===== config.mk =====
export PLATFORM = sky130hd
export DESIGN_NAME = tgt_wr_ctrl
export DESIGN_NICKNAME = d
export VERILOG_FILES = /design/src/rtl/tgt_pkg.sv /design/src/rtl/tgt_bar_decode.sv /design/src/rtl/tgt_rx_fifo.sv /design/src/rtl/tgt_csr_bank.sv /design/src/rtl/tgt_wr_ctrl.sv
export SDC_FILE = /design/constraint.sdc
export NUM_CORES = 1
export LEC_CHECK = 0
export ABC_CLOCK_PERIOD_IN_PS = 6910
export BUFFER_PORTS_ARGS = -buffer_cell sky130_fd_sc_hd__clkbuf_2
export CORE_MARGIN = 4
export CORE_UTILIZATION = 60
export DETAILED_ROUTE_END_ITERATION = 8
export PLACE_DENSITY = 0.82
export SLEW_MARGIN = 10
export SYNTH_ARGS = -nofsm -noshare
export SYNTH_HDL_FRONTEND = slang
export SYNTH_SLANG_ARGS = --single-unit
export TNS_END_PERCENT = 50

===== constraint.sdc =====
create_clock -name clk -period 6.91 [get_ports clk]
set_input_delay 1.0365 -clock clk [delete_from_list [all_inputs] [get_ports clk]]
set_output_delay 1.0365 -clock clk [all_outputs]
set_load 0.03 [all_outputs]

===== src/rtl/tgt_pkg.sv =====
package tgt_pkg;
    typedef enum logic [1:0] {
        RSP_NONE   = 2'b00,
        RSP_ACCEPT = 2'b01,
        RSP_RETRY  = 2'b10,
        RSP_DISC   = 2'b11
    } resp_e;

    typedef enum logic [2:0] {
        ST_IDLE,
        ST_MEMW,
        ST_IOR,
        ST_IOW,
        ST_STOP,
        ST_RDRETRY
    } state_e;

    localparam logic [3:0] CMD_IOR = 4'h2;
    localparam logic [3:0] CMD_IOW = 4'h3;
    localparam logic [3:0] CMD_MR  = 4'h6;
    localparam logic [3:0] CMD_MW  = 4'h7;
    localparam logic [3:0] CMD_MRM = 4'hC;
    localparam logic [3:0] CMD_MRL = 4'hE;
    localparam logic [3:0] CMD_MWI = 4'hF;

    localparam int BAR_CNT = 6;
    localparam int BAR_IDW = 3;
    localparam logic [BAR_IDW-1:0] REG_BAR  = 3'd4;
    localparam logic [BAR_IDW-1:0] MEMW_LIM = 3'd4;
endpackage


===== src/rtl/tgt_bar_decode.sv =====
module tgt_bar_decode
    import tgt_pkg::*;
#(
    parameter int AW       = 32,
    parameter int WIN_LOG2 = 12
) (
    input  logic [AW-1:0]         addr,
    input  logic [BAR_CNT*AW-1:0] bases,
    output logic                  hit,
    output logic [BAR_IDW-1:0]    idx
);
    localparam int TW = AW - WIN_LOG2;

    logic [BAR_CNT-1:0] match;

    for (genvar g = 0; g < BAR_CNT; g++) begin : g_cmp
        assign match[g] = (addr[AW-1:WIN_LOG2] == bases[g*AW+WIN_LOG2 +: TW]);
    end

    always_comb begin
        hit = |match;
        idx = '0;
        for (int i = BAR_CNT - 1; i >= 0; i--) begin
            if (match[i]) idx = BAR_IDW'(i);
        end
    end
endmodule


===== src/rtl/tgt_rx_fifo.sv =====
module tgt_rx_fifo #(
    parameter int W     = 8,
    parameter int DEPTH = 4
) (
    input  logic         clk,
    input  logic         rst_n,
    input  logic         push,
    input  logic [W-1:0] wdata,
    input  logic         pop,
    output logic [W-1:0] rdata,
    output logic         valid,
    output logic         full
);
    localparam int PW = (DEPTH > 1) ? $clog2(DEPTH) : 1;
    localparam int CW = $clog2(DEPTH + 1);
    localparam logic [PW-1:0] LASTP = PW'(DEPTH - 1);

    typedef struct packed {
        logic [PW-1:0] wr;
        logic [PW-1:0] rd;
        logic [CW-1:0] cnt;
    } ptr_t;

    ptr_t   q, d;
    logic   do_push, do_pop;
    logic [W-1:0] mem_q [DEPTH];

    always_comb begin
        d       = q;
        do_push = push && !full;
        do_pop  = pop && (q.cnt != '0);
        if (do_push) d.wr = (q.wr == LASTP) ? '0 : q.wr + 1'b1;
        if (do_pop)  d.rd = (q.rd == LASTP) ? '0 : q.rd + 1'b1;
        case ({do_push, do_pop})
            2'b10:   d.cnt = q.cnt + 1'b1;
            2'b01:   d.cnt = q.cnt - 1'b1;
            default: d.cnt = q.cnt;
        endcase
    end

    always_ff @(posedge clk) begin
        if (!rst_n) q <= '0;
        else        q <= d;
        if (do_push) mem_q[q.wr] <= wdata;
    end

    assign rdata = mem_q[q.rd];
    assign valid = (q.cnt != '0);
    assign full  = (q.cnt == CW'(DEPTH));
endmodule


===== src/rtl/tgt_csr_bank.sv =====
module tgt_csr_bank #(
    parameter int NREG    = 8,
    parameter int DB0_IDX = 0,
    parameter int DB1_IDX = 1,
    localparam int IW     = (NREG > 1) ? $clog2(NREG) : 1
) (
    input  logic          clk,
    input  logic          rst_n,
    input  logic          we,
    input  logic [IW-1:0] idx,
    input  logic [31:0]   wdata,
    input  logic [3:0]    be,
    input  logic          test_mode,
    output logic [31:0]   rdata,
    output logic          granted
);
    logic [31:0] regs_q [NREG];
    logic [31:0] regs_d [NREG];

    always_comb begin
        regs_d  = regs_q;
        granted = we && (test_mode || idx == IW'(DB0_IDX) || idx == IW'(DB1_IDX));
        if (granted) begin
            for (int b = 0; b < 4; b++) begin
                if (be[b]) regs_d[idx][8*b +: 8] = wdata[8*b +: 8];
            end
        end
    end

    always_ff @(posedge clk) begin
        if (!rst_n) begin
            for (int i = 0; i < NREG; i++) regs_q[i] <= '0;
        end else begin
            regs_q <= regs_d;
        end
    end

    assign rdata = regs_q[idx];
endmodule


===== src/rtl/tgt_wr_ctrl.sv =====
module tgt_wr_ctrl
    import tgt_pkg::*;
#(
    parameter int AW         = 32,
    parameter int WIN_LOG2   = 12,
    parameter int FIFO_DEPTH = 4,
    parameter int NREG       = 8,
    parameter int DB0_IDX    = 0,
    parameter int DB1_IDX    = 1
) (
    input  logic                  clk,
    input  logic                  rst_n,
    input  logic                  addr_valid,
    input  logic [AW-1:0]         addr_in,
    input  logic [3:0]            cmd_in,
    input  logic                  data_valid,
    input  logic [31:0]           data_in,
    input  logic [3:0]            data_be,
    input  logic                  data_last,
    input  logic                  test_mode,
    input  logic [BAR_CNT*AW-1:0] bar_bases,
    output logic [1:0]            resp,
    output logic                  rd_req,
    output logic [AW-1:0]         rd_req_addr,
    output logic [BAR_IDW-1:0]    rd_req_bar,
    output logic [31:0]           io_rdata,
    input  logic                  rx_pop,
    output logic                  rx_valid,
    output logic [AW-1:0]         rx_addr,
    output logic [31:0]           rx_data,
    output logic [3:0]            rx_be,
    output logic [BAR_IDW-1:0]    rx_bar
);
    localparam int IW = (NREG > 1) ? $clog2(NREG) : 1;
    localparam int EW = AW + 32 + 4 + BAR_IDW;

    typedef struct packed {
        state_e             st;
        logic [AW-1:0]      addr;
        logic [BAR_IDW-1:0] bar;
        logic               first;
        logic               rdreq;
    } ctl_t;

    ctl_t               q, d;
    logic               dec_hit;
    logic [BAR_IDW-1:0] dec_idx;
    logic               push, fifo_full, csr_we, wr_granted;
    logic [IW-1:0]      csr_idx;
    logic [EW-1:0]      rx_entry;
    resp_e              rsp;

    tgt_bar_decode #(.AW(AW), .WIN_LOG2(WIN_LOG2)) u_dec (
        .addr(addr_in), .bases(bar_bases), .hit(dec_hit), .idx(dec_idx)
    );

    always_comb begin
        d       = q;
        d.rdreq = 1'b0;
        rsp     = RSP_NONE;
        push    = 1'b0;
        csr_we  = 1'b0;
        if (addr_valid) begin
            d.addr  = addr_in;
            d.bar   = dec_idx;
            d.first = 1'b1;
            d.st    = ST_IDLE;
            if (dec_hit) begin
                case (cmd_in)
                    CMD_MW, CMD_MWI: if (dec_idx < MEMW_LIM) d.st = ST_MEMW;
                    CMD_IOR:         if (dec_idx == REG_BAR) d.st = ST_IOR;
                    CMD_IOW:         if (dec_idx == REG_BAR) d.st = ST_IOW;
                    CMD_MR, CMD_MRL, CMD_MRM: begin
                        d.st    = ST_RDRETRY;
                        d.rdreq = 1'b1;
                    end
                    default: d.st = ST_IDLE;
                endcase
            end
        end else if (data_valid) begin
            case (q.st)
                ST_MEMW: begin
                    if (fifo_full) begin
                        rsp  = q.first ? RSP_RETRY : RSP_DISC;
                        d.st = ST_IDLE;
                    end else begin
                        rsp     = RSP_ACCEPT;
                        push    = 1'b1;
                        d.addr  = q.addr + AW'(4);
                        d.first = 1'b0;
                        if (data_last) d.st = ST_IDLE;
                    end
                end
                ST_IOR, ST_IOW: begin
                    rsp    = RSP_ACCEPT;
                    csr_we = (q.st == ST_IOW);
                    d.st   = data_last ? ST_IDLE : ST_STOP;
                end
                ST_STOP: begin
                    rsp  = RSP_DISC;
                    d.st = ST_IDLE;
                end
                ST_RDRETRY: begin
                    rsp  = RSP_RETRY;
                    d.st = ST_IDLE;
                end
                default: rsp = RSP_NONE;
            endcase
        end
    end

    always_ff @(posedge clk) begin
        if (!rst_n) q <= '{st: ST_IDLE, addr: '0, bar: '0, first: 1'b0, rdreq: 1'b0};
        else        q <= d;
    end

    assign csr_idx = q.addr[2 +: IW];

    tgt_rx_fifo #(.W(EW), .DEPTH(FIFO_DEPTH)) u_fifo (
        .clk(clk), .rst_n(rst_n), .push(push),
        .wdata({q.addr, data_in, data_be, q.bar}),
        .pop(rx_pop), .rdata(rx_entry), .valid(rx_valid), .full(fifo_full)
    );

    tgt_csr_bank #(.NREG(NREG), .DB0_IDX(DB0_IDX), .DB1_IDX(DB1_IDX)) u_csr (
        .clk(clk), .rst_n(rst_n), .we(csr_we), .idx(csr_idx), .wdata(data_in),
        .be(data_be), .test_mode(test_mode), .rdata(io_rdata), .granted(wr_granted)
    );

    assign resp        = rsp;
    assign rd_req      = q.rdreq;
    assign rd_req_addr = q.addr;
    assign rd_req_bar  = q.bar;
    assign {rx_addr, rx_data, rx_be, rx_bar} = rx_entry;
endmodule


# Yosys cells after proc, flatten, opt, wreduce, memory -nomap -nowiden

Memories as Yosys holds them, arrays and structs flattened. A register that Yosys moved wholly into a read port is not among the register bits.
Cells that the tools add are included.

Register bits: 303
Bits in writable memories: 284
Bits of input ports: 271
Logic and storage cells: 139
Memories kept: 1

Memories:

| memory       | words | width | rd ports | clocked after Yosys merged registers in | write ports | RTL line          | text |
|---|---|---|---|---|---|---|---|
| u_fifo.mem_q | 4     | 71    | 1        | 1                                       | 1           | tgt_rx_fifo.sv:26 | `logic [W-1:0] mem_q [DEPTH];` |

Add/sub/neg operators: 5
$lt $le $gt $ge: 3
Equal/unequal tests: 27
Muxes and demuxes: 65
Bitwise gates (word level): 1
Reduce and logical (&&, ||, !) cells: 21

Operators by type and width:

| cell                                                             | count |
|---|---|
| 256-bit two-way mux                                              | 7 |
| 256-bit bitwise mux                                              | 4 |
| 32-bit demux with 3-bit select                                   | 4 |
| 32-bit two-way mux                                               | 5 |
| 20-bit == test                                                   | 6 |
| 32-bit binary-select mux with 3-bit select                       | 1 |
| 35-bit two-way mux                                               | 2 |
| 32-bit by 3-bit adder with 32-bit output (second input constant) | 1 |
| 3-bit two-way mux                                                | 10 |
| 24-bit two-way mux                                               | 1 |
| 2-bit two-way mux                                                | 9 |
| 1-bit two-way mux                                                | 16 |
| 16-bit two-way mux                                               | 1 |
| 3-bit == test (second input constant)                            | 4 |
| 4-bit == test (second input constant)                            | 3 |
| 3-bit one-hot mux with 4 select lines                            | 1 |
| 3-bit one-hot mux with 3 select lines                            | 1 |
| 3-bit AND reduction                                              | 3 |
| 4-bit by 2-bit == test with 1-bit output (second input constant) | 2 |
| 4-bit by 3-bit == test with 1-bit output (second input constant) | 2 |
| 8-bit two-way mux                                                | 1 |
| 2-bit one-hot mux with 4 select lines                            | 1 |
| 2-bit == test (second input constant)                            | 3 |
| 3-bit by 1-bit == test with 1-bit output (second input constant) | 2 |
| other kinds (22)                                                 | 32 |

# Logic depth before layout (Yosys ltp)

Gate-level depths: netlist of the first run.

Word-level depth: 16
Mapped depth: 11
Mapped depth without buffers: 10

# Modules after synthesis

Synthesis of the first run repeated with hierarchy kept, for this count alone.

Cells, all modules: 2,086
Area, all modules: 26,391.6 sq um

By module, submodules not included:

| module         | instances | cells each | area an instance (sq um) | sequential area each (sq um) |
|---|---|---|---|---|
| tgt_csr_bank   | 1         | 1,153      | 11,496.0                 | 5,124.9 |
| tgt_rx_fifo    | 1         | 427        | 10,816.6                 | 8,708.4 |
| tgt_wr_ctrl    | 1         | 314        | 2,519.9                  | 800.8 |
| tgt_bar_decode | 1         | 192        | 1,559.0                  | 0.0 |

# Worst setup path before layout of the first run

OpenSTA, ideal clock, no wires.

Path kind: input to register
Start point: in data_valid
End point: mem u_fifo.mem_q[0][0] (netlist name), enable pin
Setup time: 0.437 ns
Arrival: 3.401 ns
Slack: 3.071 ns
Stages on the path: 4
Path buffers: 1
Path through: nand4bb_1 > nor2_1 > clkbuf_1 > and3_1

Longest elaborated chain between the ends: 5

RTL lines:

| element                                 | RTL line          | text |
|---|---|---|
| start: declaration                      | tgt_wr_ctrl.sv:16 | `input logic data_valid,` |
| 1-bit two-way mux                       | tgt_wr_ctrl.sv:80 | `end else if (data_valid) begin` |
| 1-bit two-way mux                       | tgt_wr_ctrl.sv:63 | `if (addr_valid) begin` |
| 1-bit logical AND                       | tgt_rx_fifo.sv:30 | `do_push = push && !full;` |
| 1-bit two-way mux                       | tgt_rx_fifo.sv:44 | `if (do_push) mem_q[q.wr] <= wdata;` |
| 1-bit two-way mux (not written as such) | tgt_rx_fifo.sv:44 |  |
| end: declaration                        | tgt_rx_fifo.sv:26 |  |

Every way passes these cells.

# Worst setup path in the final report of the first run

Start point: reg q, in the netlist rd_req_addr[2]
End point: out io_rdata[21]

Longest elaborated chain between the ends: 4

RTL lines:

| element                                               | RTL line           | text |
|---|---|---|
| start: declaration                                    | tgt_wr_ctrl.sv:45  | `ctl_t q, d;` |
| start signal: assignment                              | tgt_wr_ctrl.sv:113 | `if (!rst_n) q <= '{st: ST_IDLE, addr: '0, bar: '0, first: 1'b0, rdreq: 1'b0};` |
| 3-bit NOT with 4-bit output (not written as such)     | tgt_csr_bank.sv:38 | `assign rdata = regs_q[idx];` |
| 32-bit binary-select mux with 3-bit select            | tgt_csr_bank.sv:38 |  |
| 32-bit two-way mux (not written as such) (2 in a row) | tgt_csr_bank.sv:38 |  |
| end: declaration                                      | tgt_wr_ctrl.sv:26  | `output logic [31:0] io_rdata,` |

Every way passes these cells. The select of a mux whose other input is x is not followed.

==> results of run 1 <==
==> how the worst max path moves through the flow <==
stage                              start                 end  slack [ps]  depth (start not counted)
after floorplan               data_valid  u_fifo.mem_q[0][0]        3070                          4
after global placement    rd_req_addr[2]        io_rdata[16]        2970                          5
after detailed placement  rd_req_addr[2]        io_rdata[21]        2930                          5
after CTS                 rd_req_addr[2]        io_rdata[21]        2220                          5
after global routing      rd_req_addr[2]        io_rdata[21]        2120                          5
final                     rd_req_addr[2]        io_rdata[21]        2180                          5
==> cells in the mapped netlist, types with 7 or more instances <==
| cell | number | share of area, % |
|---|---|---|
| sky130_fd_sc_hd__ha_1 | 9 | 0.43 |
| sky130_fd_sc_hd__a21oi_1 | 7 | 0.13 |
| sky130_fd_sc_hd__nor2_1 | 14 | 0.20 |
| sky130_fd_sc_hd__nor2b_1 | 265 | 6.3 |
| sky130_fd_sc_hd__nor2_8 | 32 | 2.4 |
| sky130_fd_sc_hd__nand2b_1 | 8 | 0.19 |
| sky130_fd_sc_hd__and3_1 | 14 | 0.33 |
| sky130_fd_sc_hd__and2_1 | 19 | 0.45 |
| sky130_fd_sc_hd__a22oi_1 | 128 | 3.7 |
| sky130_fd_sc_hd__buf_2 | 26 | 0.50 |
| sky130_fd_sc_hd__nand2_1 | 52 | 0.74 |
| sky130_fd_sc_hd__xnor2_1 | 74 | 2.5 |
| sky130_fd_sc_hd__o21ai_0 | 21 | 0.40 |
| sky130_fd_sc_hd__xor2_1 | 74 | 2.5 |
| sky130_fd_sc_hd__mux2i_1 | 260 | 9.9 |
| sky130_fd_sc_hd__nor3_1 | 16 | 0.30 |
| sky130_fd_sc_hd__mux4_2 | 71 | 6.1 |
| sky130_fd_sc_hd__dfxtp_1 | 305 | 23 |
| sky130_fd_sc_hd__clkbuf_2 | 32 | 0.61 |
| sky130_fd_sc_hd__buf_4 | 35 | 1.0 |
| sky130_fd_sc_hd__nor4_1 | 15 | 0.36 |
| sky130_fd_sc_hd__clkbuf_1 | 82 | 1.2 |
| sky130_fd_sc_hd__edfxtp_1 | 284 | 32 |
| sky130_fd_sc_hd__nand4_1 | 52 | 1.2 |
| sky130_fd_sc_hd__nand3_1 | 18 | 0.34 |
| sky130_fd_sc_hd__o211a_1 | 11 | 0.42 |
| sky130_fd_sc_hd__inv_1 | 9 | 0.13 |
==> report_power, final <==
part	internal (uW)	switching, uW
Sequential	3660	31.5
Combinational	138	248
Clock	1730	1350
==> cell type report <==
class	count	area [um^2]
antenna	1	2.50
clock buffer	81	1640
clock inverter	27	219
fill	3019	13400
inverter	12	50.0
multi-input combinational	1211	10700
sequential	589	14600
tap	585	732
timing repair buffer	351	1790
==> per-stage QoR <==
step           hold WS, ps  setup WS (ps)  cell area (um^2)
5_1_grt                533           2120             29800
3_5_place_dp           484           2930             28000
3_3_place_gp           474           2970             28000
6_report               503           2180             29800
4_1_cts                499           2220             29800
2_1_floorplan          458           3070             26300
==> registers in the layout, summed over array words and instances (netlist names), named ones only <==
name,flops
u_fifo.mem_q,284
u_csr.regs_q,256
rd_req_addr,32
u_fifo.q,7
q,4
rd_req_bar,3
rd_req,1
==> worst register-to-register path: cells and delay by family, from the launching register on <==
family	cells	cell delay (ps)
xor gates and xnor gates	1	170
and+or+nand+nor	5	2300
DFF	1	950
AOI/OAI and AO/OA	1	200
==> routing by layer <==
| layer | track usage, % | share of wire (%) | up-vias |
|---|---|---|---|
| li1 | - | - | 7690 |
| met1 | 42.5 | 42 | 8536 |
| met2 | 46.2 | 46 | 826 |
| met3 | 8.56 | 10 | 125 |
| met4 | 8.14 | 2.2 | 10 |
| met5 | 0 | 0.085 | - |
==> cell families (layout without fill, tap and decap cells) <==
kind of cell	count (synthesis)	after routing	synth area share, %
AOI/OAI and AO/OA	189	189	5.29
xor gates and xnor gates	148	148	4.93
adders and majority gates	10	10	0.505
buffers and inverters	194	471	3.62
DFF	589	589	55.7
muxes	331	331	16.0
other	0	1	0
and+or+nand+nor	533	533	14.0
==> results.txt, run 1 <==
----------------------------------------------------
[Min path]
  Count of cells along the worst hold path ... 2
  Kind of path behind the tightest hold check ... register to register
  Endpoint with the worst hold slack ... q[1]
  Worst Min Path Start ... q[1]

[Synthesis]
  Distinct cell type count of the synthesized netlist ... 54
  Predominant post-synthesis flop cell ... sky130_fd_sc_hd__dfxtp_1
  Part of the Yosys area used for sequential elements ... a little under three fifths
  Syn Nets ... 2275
  Combined area of all synthesized cells ... roughly 0.026 mm^2
  Count of flip-flops with a built-in enable after synthesis ... ~280
  Synthesis-stage register bit count ... a little under 600
  Synth warnings ... 0
  Synthesized area per cell ... 13.2 um^2
  Fraction of registers with async set/reset ... 0%
  Number of standard cells after synthesis ... 1994

[Global route]
  Largest net degree at the start of global routing ... around 170
  Initial antenna violation count ... 6
  Grt total ovfl ... 0
  Number of global-route vias before repair ... 17400
  First-pass GRT wire length ... between 100 and 150 mm
  Global routing usage summed across all routing layers ... 30.0%

[Place]
  Post-placement cell count ... 2748
  Count of input and output buffers ... 340
  Gp weighted congestion ... roughly 0.89
  Final HPWL DP ... about 46 mm

[Pwr]
  LEAKAGE ... 0.0105 uW
  Pwr Total ... 7160 uW
  VDD IR-drop max ... a little under 0.2 mV
  Power Dens Cells ... roughly 240 mW/mm^2

[Layout]
  Number of standard cells in the layout, taps in and fillers out ... around 2900
  Most frequent standard cell in the layout excluding fill and tap cells ... sky130_fd_sc_hd__clkbuf_2
  Commonest cells after routing, fill and taps aside ... 339 x sky130_fd_sc_hd__clkbuf_2, 303 x sky130_fd_sc_hd__dfxtp_1, 284 x sky130_fd_sc_hd__edfxtp_1
  Number of nets in the layout ... between 2000 and 3000
  Post-Route Utilization ... 69.1%
  Area Overhead vs Synth ... 13.4%
  Share of cells above drive strength 1 ... between 20% and 30%

[Critical path]
  Capturing point of the worst reg2reg path ... rd_req_addr[31]
  Critical Path, Cell by Cell ... and3_1 > buf_4 > a22oi_1 > nand4_1 > clkbuf_2
  Arrival time reported for the critical path endpoint ... between 3000 and 4000 ps
  Library cell contributing the largest single delay on the critical path ... sky130_fd_sc_hd__and3_1
  Sum of buffers and inverters on the critical path ... 2
  Worst reg2reg setup slack ... roughly 3200 ps
  Delay-heaviest family, CP ... simple AND/OR/NAND/NOR gates
  Critical path fanouts, max ... 21
  RR Startpoint ... rd_req_addr[2]
  Required time of the worst setup path ... between 5000 and 6000 ps
  Element type at the critical path start ... register
  CP peak stage delay ... ~1200 ps
  Crit. End Element ... output pin
  Worst-case reg-to-reg path depth ... 7
  Worst setup path class ... register to output pin

[STA]
  Slew HR ... roughly 14%
  Crit path time final ... approximately 4700 ps
  Crit share post-route ... 68.5%
  F_max ... about 0.21 GHz
  Setup Total Neg Slack ... 0 ps
  Number of failing setup endpoints in the final timing report ... 0
  Number of max-slew violations in the final report ... 0
  Measured slew at the worst slew-check pin ... 1280 ps
  RSZ-0062 raised after global routing ... no
  Clock skew ... around 17 ps
  Count of final hold-check violations ... 0

[Detailed routing]
  Remaining routing DRC violations ... 0
  DR WL/cell ... approximately 25 um
  Final wirelength ... ~73 mm
  Number of iterations in the first detailed-routing pass ... 5
  DR vias ... approximately 17000
  Vias/cell ... around 6.0
  Drt first-iter violations ... between 1500 and 2000
  Final antenna-violating net count ... 0

[Clock network]
  CTS H-Tree Depth ... 2
  Worst-skew pair later-pin latency ... just over 600 ps
  Cell at the root of the clock tree ... sky130_fd_sc_hd__clkbuf_16
  Setup Buffers After CTS ... 0
  TritonCTS Buffers ... 57
  Clk pin slew, worst setup/hold paths ... roughly 60 ps
  Hold_buf cts ... 0
  Clk sink count ... between 500 and 600
  Clock tree from TritonCTS ... built
  Post-CTS sizing ... 0
  Buffers from clock root to sink, at most ... 3

[Run]
  # Max-Cap Violations ... 0

[Die]
  Top-Level Pins ... around 410
  Core Box Area ... between 0.04 and 0.05 mm^2
  Chip Height ... ~220 um
  Chip Width ... between 200 and 250 um
  Row count ... 76
  Total die area ... 0.0472 mm^2
  Starting density of the core ... 60.9%

[Outcome]
  Status ... finished, final reports clean

----------------------------------------------------
(Power assumes the default switching activity.)
==> run 2: changes to the inputs <==
Settings changed: ABC_CLOCK_PERIOD_IN_PS 6910 to 4750, CORE_UTILIZATION 60 to 57, PLACE_DENSITY 0.82 to 0.78.
Clock period 6.91 ns to 4.75 ns, I/O delays scaled along.
==> run 2 against run 1 <==
Hold slack got worse by 180 ps; register-to-register slack lost 1600 ps; via count down 1.4%; global-route usage is 2.7 points lower; flip-flop and latch count unchanged; non-clock buffer count is 17 higher; design area up 0.55%; setup slack got worse by 1500 ps; die area is 5.1% higher; core utilization down 3.1 points; wire length shrank 5.4%; clock power up 46%; largest power group unchanged; highest routed layer unchanged.
==> results.txt, run 2 (synthesized netlist as in run 1, its figures left out) <==
----------------------------------------------------
[Pwr]
  Power Dens Cells ... 348 mW/mm^2
  VDD IR-drop max ... between 0.3 and 0.4 mV
  LEAKAGE ... about 0.011 uW

[Layout]
  Number of nets in the layout ... 2520
  Commonest cells after routing, fill and taps aside ... 340 x sky130_fd_sc_hd__clkbuf_2, 303 x sky130_fd_sc_hd__dfxtp_1, 284 x sky130_fd_sc_hd__edfxtp_1
  Area Overhead vs Synth ... 14.1%
  Share of cells above drive strength 1 ... between 20 and 30%
  Final non-filler cell area ... 0.0300 mm^2
  Reg with most FFs ... u_fifo.mem_q
  Flip-flop count of the largest register after layout ... around 280
  Number of standard cells in the layout, taps in and fillers out ... about 2900
  Most frequent standard cell in the layout excluding fill and tap cells ... sky130_fd_sc_hd__clkbuf_2

[Critical path]
  Worst reg2reg setup slack ... around 1600 ps
  Crit. End Element ... output pin
  Arrival time reported for the critical path endpoint ... 3370 ps
  RR Startpoint ... u_fifo.q[2]
  Capturing point of the worst reg2reg path ... u_fifo.q[2]
  Critical path fanouts, max ... 18
  Worst setup path class ... register to output pin
  Element type at the critical path start ... register
  Required time of the worst setup path ... about 4000 ps
  Worst-case reg-to-reg path depth ... 10

[Min path]
  Kind of path behind the tightest hold check ... primary input to register
  Endpoint with the worst hold slack ... rd_req_addr[6]
  Count of cells along the worst hold path ... 2
  Worst Min Path Start ... addr_in[6]

[Clock network]
  Setup Buffers After CTS ... 0
  Clk pin slew, worst setup/hold paths ... about 60 ps
  Post-CTS sizing ... 0
  Clk sink count ... ~590
  Clock tree from TritonCTS ... built
  CTS H-Tree Depth ... 2
  Buffers from clock root to sink, at most ... 3
  Hold_buf cts ... 0
  Worst-skew pair later-pin latency ... ~620 ps
  TritonCTS Buffers ... 57
  Cell at the root of the clock tree ... sky130_fd_sc_hd__clkbuf_16

[Global route]
  Largest net degree at the start of global routing ... ~120
  First-pass GRT wire length ... 105 mm
  Initial antenna violation count ... 5
  Grt total ovfl ... 0
  Global routing usage summed across all routing layers ... about 27%
  Number of global-route vias before repair ... around 17000

[Die]
  Chip Height ... 223 um
  Total die area ... between 0.04 and 0.05 mm^2
  Chip Width ... 223 um
  Top-Level Pins ... around 410
  Starting density of the core ... 57.8%
  Row count ... between 70 and 80
  Core Box Area ... about 0.045 mm^2

[Outcome]
  Status ... finished, final reports clean

[Detailed routing]
  Vias/cell ... between 5 and 6
  Number of iterations in the first detailed-routing pass ... 6
  DR vias ... 16900
  DR WL/cell ... 23.8 um
  Final antenna-violating net count ... 0
  Remaining routing DRC violations ... 0
  Final wirelength ... slightly below 70 mm
  Drt first-iter violations ... approximately 1600

[STA]
  Number of max-slew violations in the final report ... 0
  Slew HR ... a little under a quarter
  Worst hold margin ... approximately 320 ps
  Setup Total Neg Slack ... 0 ps
  Crit share post-route ... 85.9%
  Number of failing setup endpoints in the final timing report ... 0
  F_max ... around 0.25 GHz
  RSZ-0062 raised after global routing ... no
  Worst setup slack after layout ... between 600 and 700 ps
  Measured slew at the worst slew-check pin ... roughly 1100 ps
  Count of final hold-check violations ... 0
  Crit path time final ... 4080 ps
  Clock skew ... about 27 ps

[Place]
  Final HPWL DP ... 46.0 mm
  Count of input and output buffers ... 340
  Gp weighted congestion ... slightly below 0.9
  Post-placement cell count ... about 2800
  Pre-CTS setup slack ... around 1400 ps
  Placed cell area ... 0.0281 mm^2

[Run]
  # Max-Cap Violations ... 0

----------------------------------------------------
-- run 2: through the flow --
step                power (uW)  util [%]
floorplan                 5820         -
global placement          6010      61.8
detailed placement        6020      61.8
CTS                      10500      65.9
global route             10800      65.9
finish                   10400      65.9
-- run 2: where the power goes --
part           internal (uW)  total [uW]  leakage, uW  switching [uW]
clock network           2610        4510     0.000916            1900
registers               5330        5370      0.00498            44.4
logic                    203         545      0.00472             342
total                   8140       10400       0.0106            2290
-- run 2: worst max path at each step --
stage | startpoint | end | cells past startpoint | slack (ps)
2_1_floorplan | data_valid | u_fifo.mem_q[0][0] | 4 | 1240
3_3_place_gp | rd_req_addr[2] | io_rdata[11] | 6 | 1530
3_5_place_dp | rd_req_addr[2] | io_rdata[11] | 6 | 1430
4_1_cts | rd_req_addr[2] | io_rdata[11] | 6 | 750
5_1_grt | rd_req_addr[2] | io_rdata[8] | 6 | 520
6_report | rd_req_addr[2] | io_rdata[10] | 6 | 670
-- run 2: layer usage --
layer  track usage (%)  vias up  share of wire, %
met2              41.5      692                45
li1                  -     7724                 -
met3              6.04      131               8.0
met4              7.42        4               2.5
met5                 0        -             0.032
met1              40.0     8398                44
-- run 2: critical path: stages (launching register included) --
cell and delay [ps]:
sky130_fd_sc_hd__dfxtp_1 760, sky130_fd_sc_hd__inv_2 180, sky130_fd_sc_hd__nor3_2 800, sky130_fd_sc_hd__buf_4 350, sky130_fd_sc_hd__a22oi_1 90, sky130_fd_sc_hd__nand4_1 280, sky130_fd_sc_hd__clkbuf_2 270
-- run 2: cell type report --
class                      count  area, um^2
clock buffer                  83        1600
inverter                      12        50.0
multi-input combinational   1211       10700
antenna                        1        2.50
sequential                   589       14600
timing repair buffer         368        1930
tap                          600         751
fill                        3359       15500
clock inverter                23         270
==> run 3: changes to the inputs <==
Settings changed: CAP_MARGIN set to 5, CORE_MARGIN 4 to not set.
==> run 3 against run 2 <==
Hold slack gained 11 ps; fmax is 6.2% higher; sequential power is essentially flat; die area fell by 5.3%; sequential share of layout area up 0.073 points; non-clock buffer count is 11 lower; total power shrank 0.95%; critical path type unchanged; critical endpoint unchanged.
==> results.txt, run 3 (synthesized netlist as in run 1, its figures left out) <==
----------------------------------------------------
[Outcome]
  Status ... finished, final reports clean

[Critical path]
  Required time of the worst setup path ... 4040 ps
  Worst reg2reg setup slack ... about 1700 ps
  Launching instance or port of the critical path ... rd_req_addr[4]
  Crit. End Element ... output pin
  Element type at the critical path start ... register
  Worst-case reg-to-reg path depth ... 9
  Worst setup path class ... register to output pin
  Critical path fanouts, max ... 24
  Capturing point of the worst reg2reg path ... u_fifo.q[2]
  RR Startpoint ... u_fifo.q[2]
  Arrival time reported for the critical path endpoint ... 3130 ps

[Place]
  Gp weighted congestion ... between 0.9 and 1
  Placed cell area ... roughly 0.028 mm^2
  Pre-CTS setup slack ... around 1500 ps
  Count of input and output buffers ... 340
  Final HPWL DP ... ~44 mm

[Clock network]
  Worst-skew pair later-pin latency ... 620 ps
  Clk sink count ... 589
  Cell at the root of the clock tree ... sky130_fd_sc_hd__clkbuf_16
  Setup Buffers After CTS ... 0
  Clock tree from TritonCTS ... built
  CTS H-Tree Depth ... 2
  Hold_buf cts ... 0
  Clk pin slew, worst setup/hold paths ... about 70 ps
  Post-CTS sizing ... 0
  TritonCTS Buffers ... 56
  Buffers from clock root to sink, at most ... 3

[Die]
  Top-Level Pins ... 413
  Total die area ... 0.0470 mm^2
  Row count ... just under 80
  Chip Height ... 217 um
  Starting density of the core ... slightly below 60%
  Core Box Area ... between 0.04 and 0.05 mm^2
  Chip Width ... 217 um

[Pwr]
  LEAKAGE ... approximately 0.011 uW
  VDD IR-drop max ... between 0.3 and 0.4 mV
  Power Dens Cells ... ~350 mW/mm^2

[STA]
  Number of max-slew violations in the final report ... 0
  RSZ-0062 raised after global routing ... no
  Clock skew ... about 25 ps
  Setup Total Neg Slack ... 0 ps
  Crit path time final ... approximately 3800 ps
  Number of failing setup endpoints in the final timing report ... 0
  Worst setup slack after layout ... between 900 and 1000 ps
  F_max ... approximately 0.26 GHz
  Worst hold margin ... roughly 330 ps
  Count of final hold-check violations ... 0
  Measured slew at the worst slew-check pin ... roughly 960 ps
  Crit share post-route ... between 80% and 90%
  Slew HR ... a little over a third

[Detailed routing]
  DR WL/cell ... between 20 and 25 um
  Vias/cell ... roughly 5.9
  Final wirelength ... between 60 and 70 mm
  Remaining routing DRC violations ... 0
  Number of iterations in the first detailed-routing pass ... 5
  DR vias ... between 15000 and 20000
  Drt first-iter violations ... 1517
  Final antenna-violating net count ... 0

[Global route]
  Largest net degree at the start of global routing ... roughly 170
  Initial antenna violation count ... 8
  First-pass GRT wire length ... 103 mm
  Grt total ovfl ... 0
  Global routing usage summed across all routing layers ... 29.2%
  Number of global-route vias before repair ... 17100

[Layout]
  Final non-filler cell area ... approximately 0.03 mm^2
  Area Overhead vs Synth ... 13.9%
  Number of nets in the layout ... ~2500
  Flip-flop count of the largest register after layout ... between 200 and 300
  Share of cells above drive strength 1 ... between 20% and 30%
  Reg with most FFs ... u_fifo.mem_q
  Commonest cells after routing, fill and taps aside ... 341 x sky130_fd_sc_hd__clkbuf_2, 303 x sky130_fd_sc_hd__dfxtp_1, 284 x sky130_fd_sc_hd__edfxtp_1
  Post-Route Utilization ... around two thirds
  Most frequent standard cell in the layout excluding fill and tap cells ... sky130_fd_sc_hd__clkbuf_2

[Min path]
  Count of cells along the worst hold path ... 2
  Kind of path behind the tightest hold check ... primary input to register
  Worst Min Path Start ... addr_in[6]
  Endpoint with the worst hold slack ... rd_req_addr[6]

[Run]
  # Max-Cap Violations ... 0

----------------------------------------------------
run 3: layer usage:
metal / global-route usage, % / share of wire, % / routed length [um]
met5: 0 / 0.067 / 46
met2: 45.5 / 46 / 31400
met3: 6.84 / 8.1 / 5550
met1: 41.3 / 44 / 30100
met4: 7.44 / 2.1 / 1430
run 3: worst max-delay path by stage:
stage                     slack (ps)  cells after the start                  end
after floorplan                 1240                      4   u_fifo.mem_q[0][0]
after global placement          1580                      5  u_fifo.mem_q[1][65]
after detailed placement        1490                      5  u_fifo.mem_q[3][63]
after CTS                        960                      5         io_rdata[10]
after global routing             820                      5          io_rdata[8]
final                            910                      5         io_rdata[10]
run 3: layout make-up:
cell class	instances	area, um^2
Antenna cell	5	12.5
Tap cell	600	751
Clock buffer	73	1550
Clock inverter	33	269
Multi-Input combinational cell	1211	10700
Timing Repair Buffer	357	1920
Inverter	12	50.0
Fill cell	3264	15400
Sequential cell	589	14600
run 3: per-stage QoR:
stage / power, uW / instances
after floorplan: 5820 / 1994
after global placement: 6000 / 2769
after detailed placement: 6020 / 2769
after CTS: 10400 / 2875
after global routing: 10600 / 2877
final: 10300 / 2880
run 3: critical path, stage by stage (launching register included):
cell	delay, ps
sky130_fd_sc_hd__dfxtp_1	920
sky130_fd_sc_hd__and3_1	630
sky130_fd_sc_hd__buf_12	280
sky130_fd_sc_hd__a22oi_1	100
sky130_fd_sc_hd__nand4_1	280
sky130_fd_sc_hd__clkbuf_2	270
run 3: where the power goes:
part	total, uW	internal (uW)	switching, uW
logic	540	201	339
registers	5380	5330	49.9
clock network	4420	2470	1940
total	10300	8000	2330
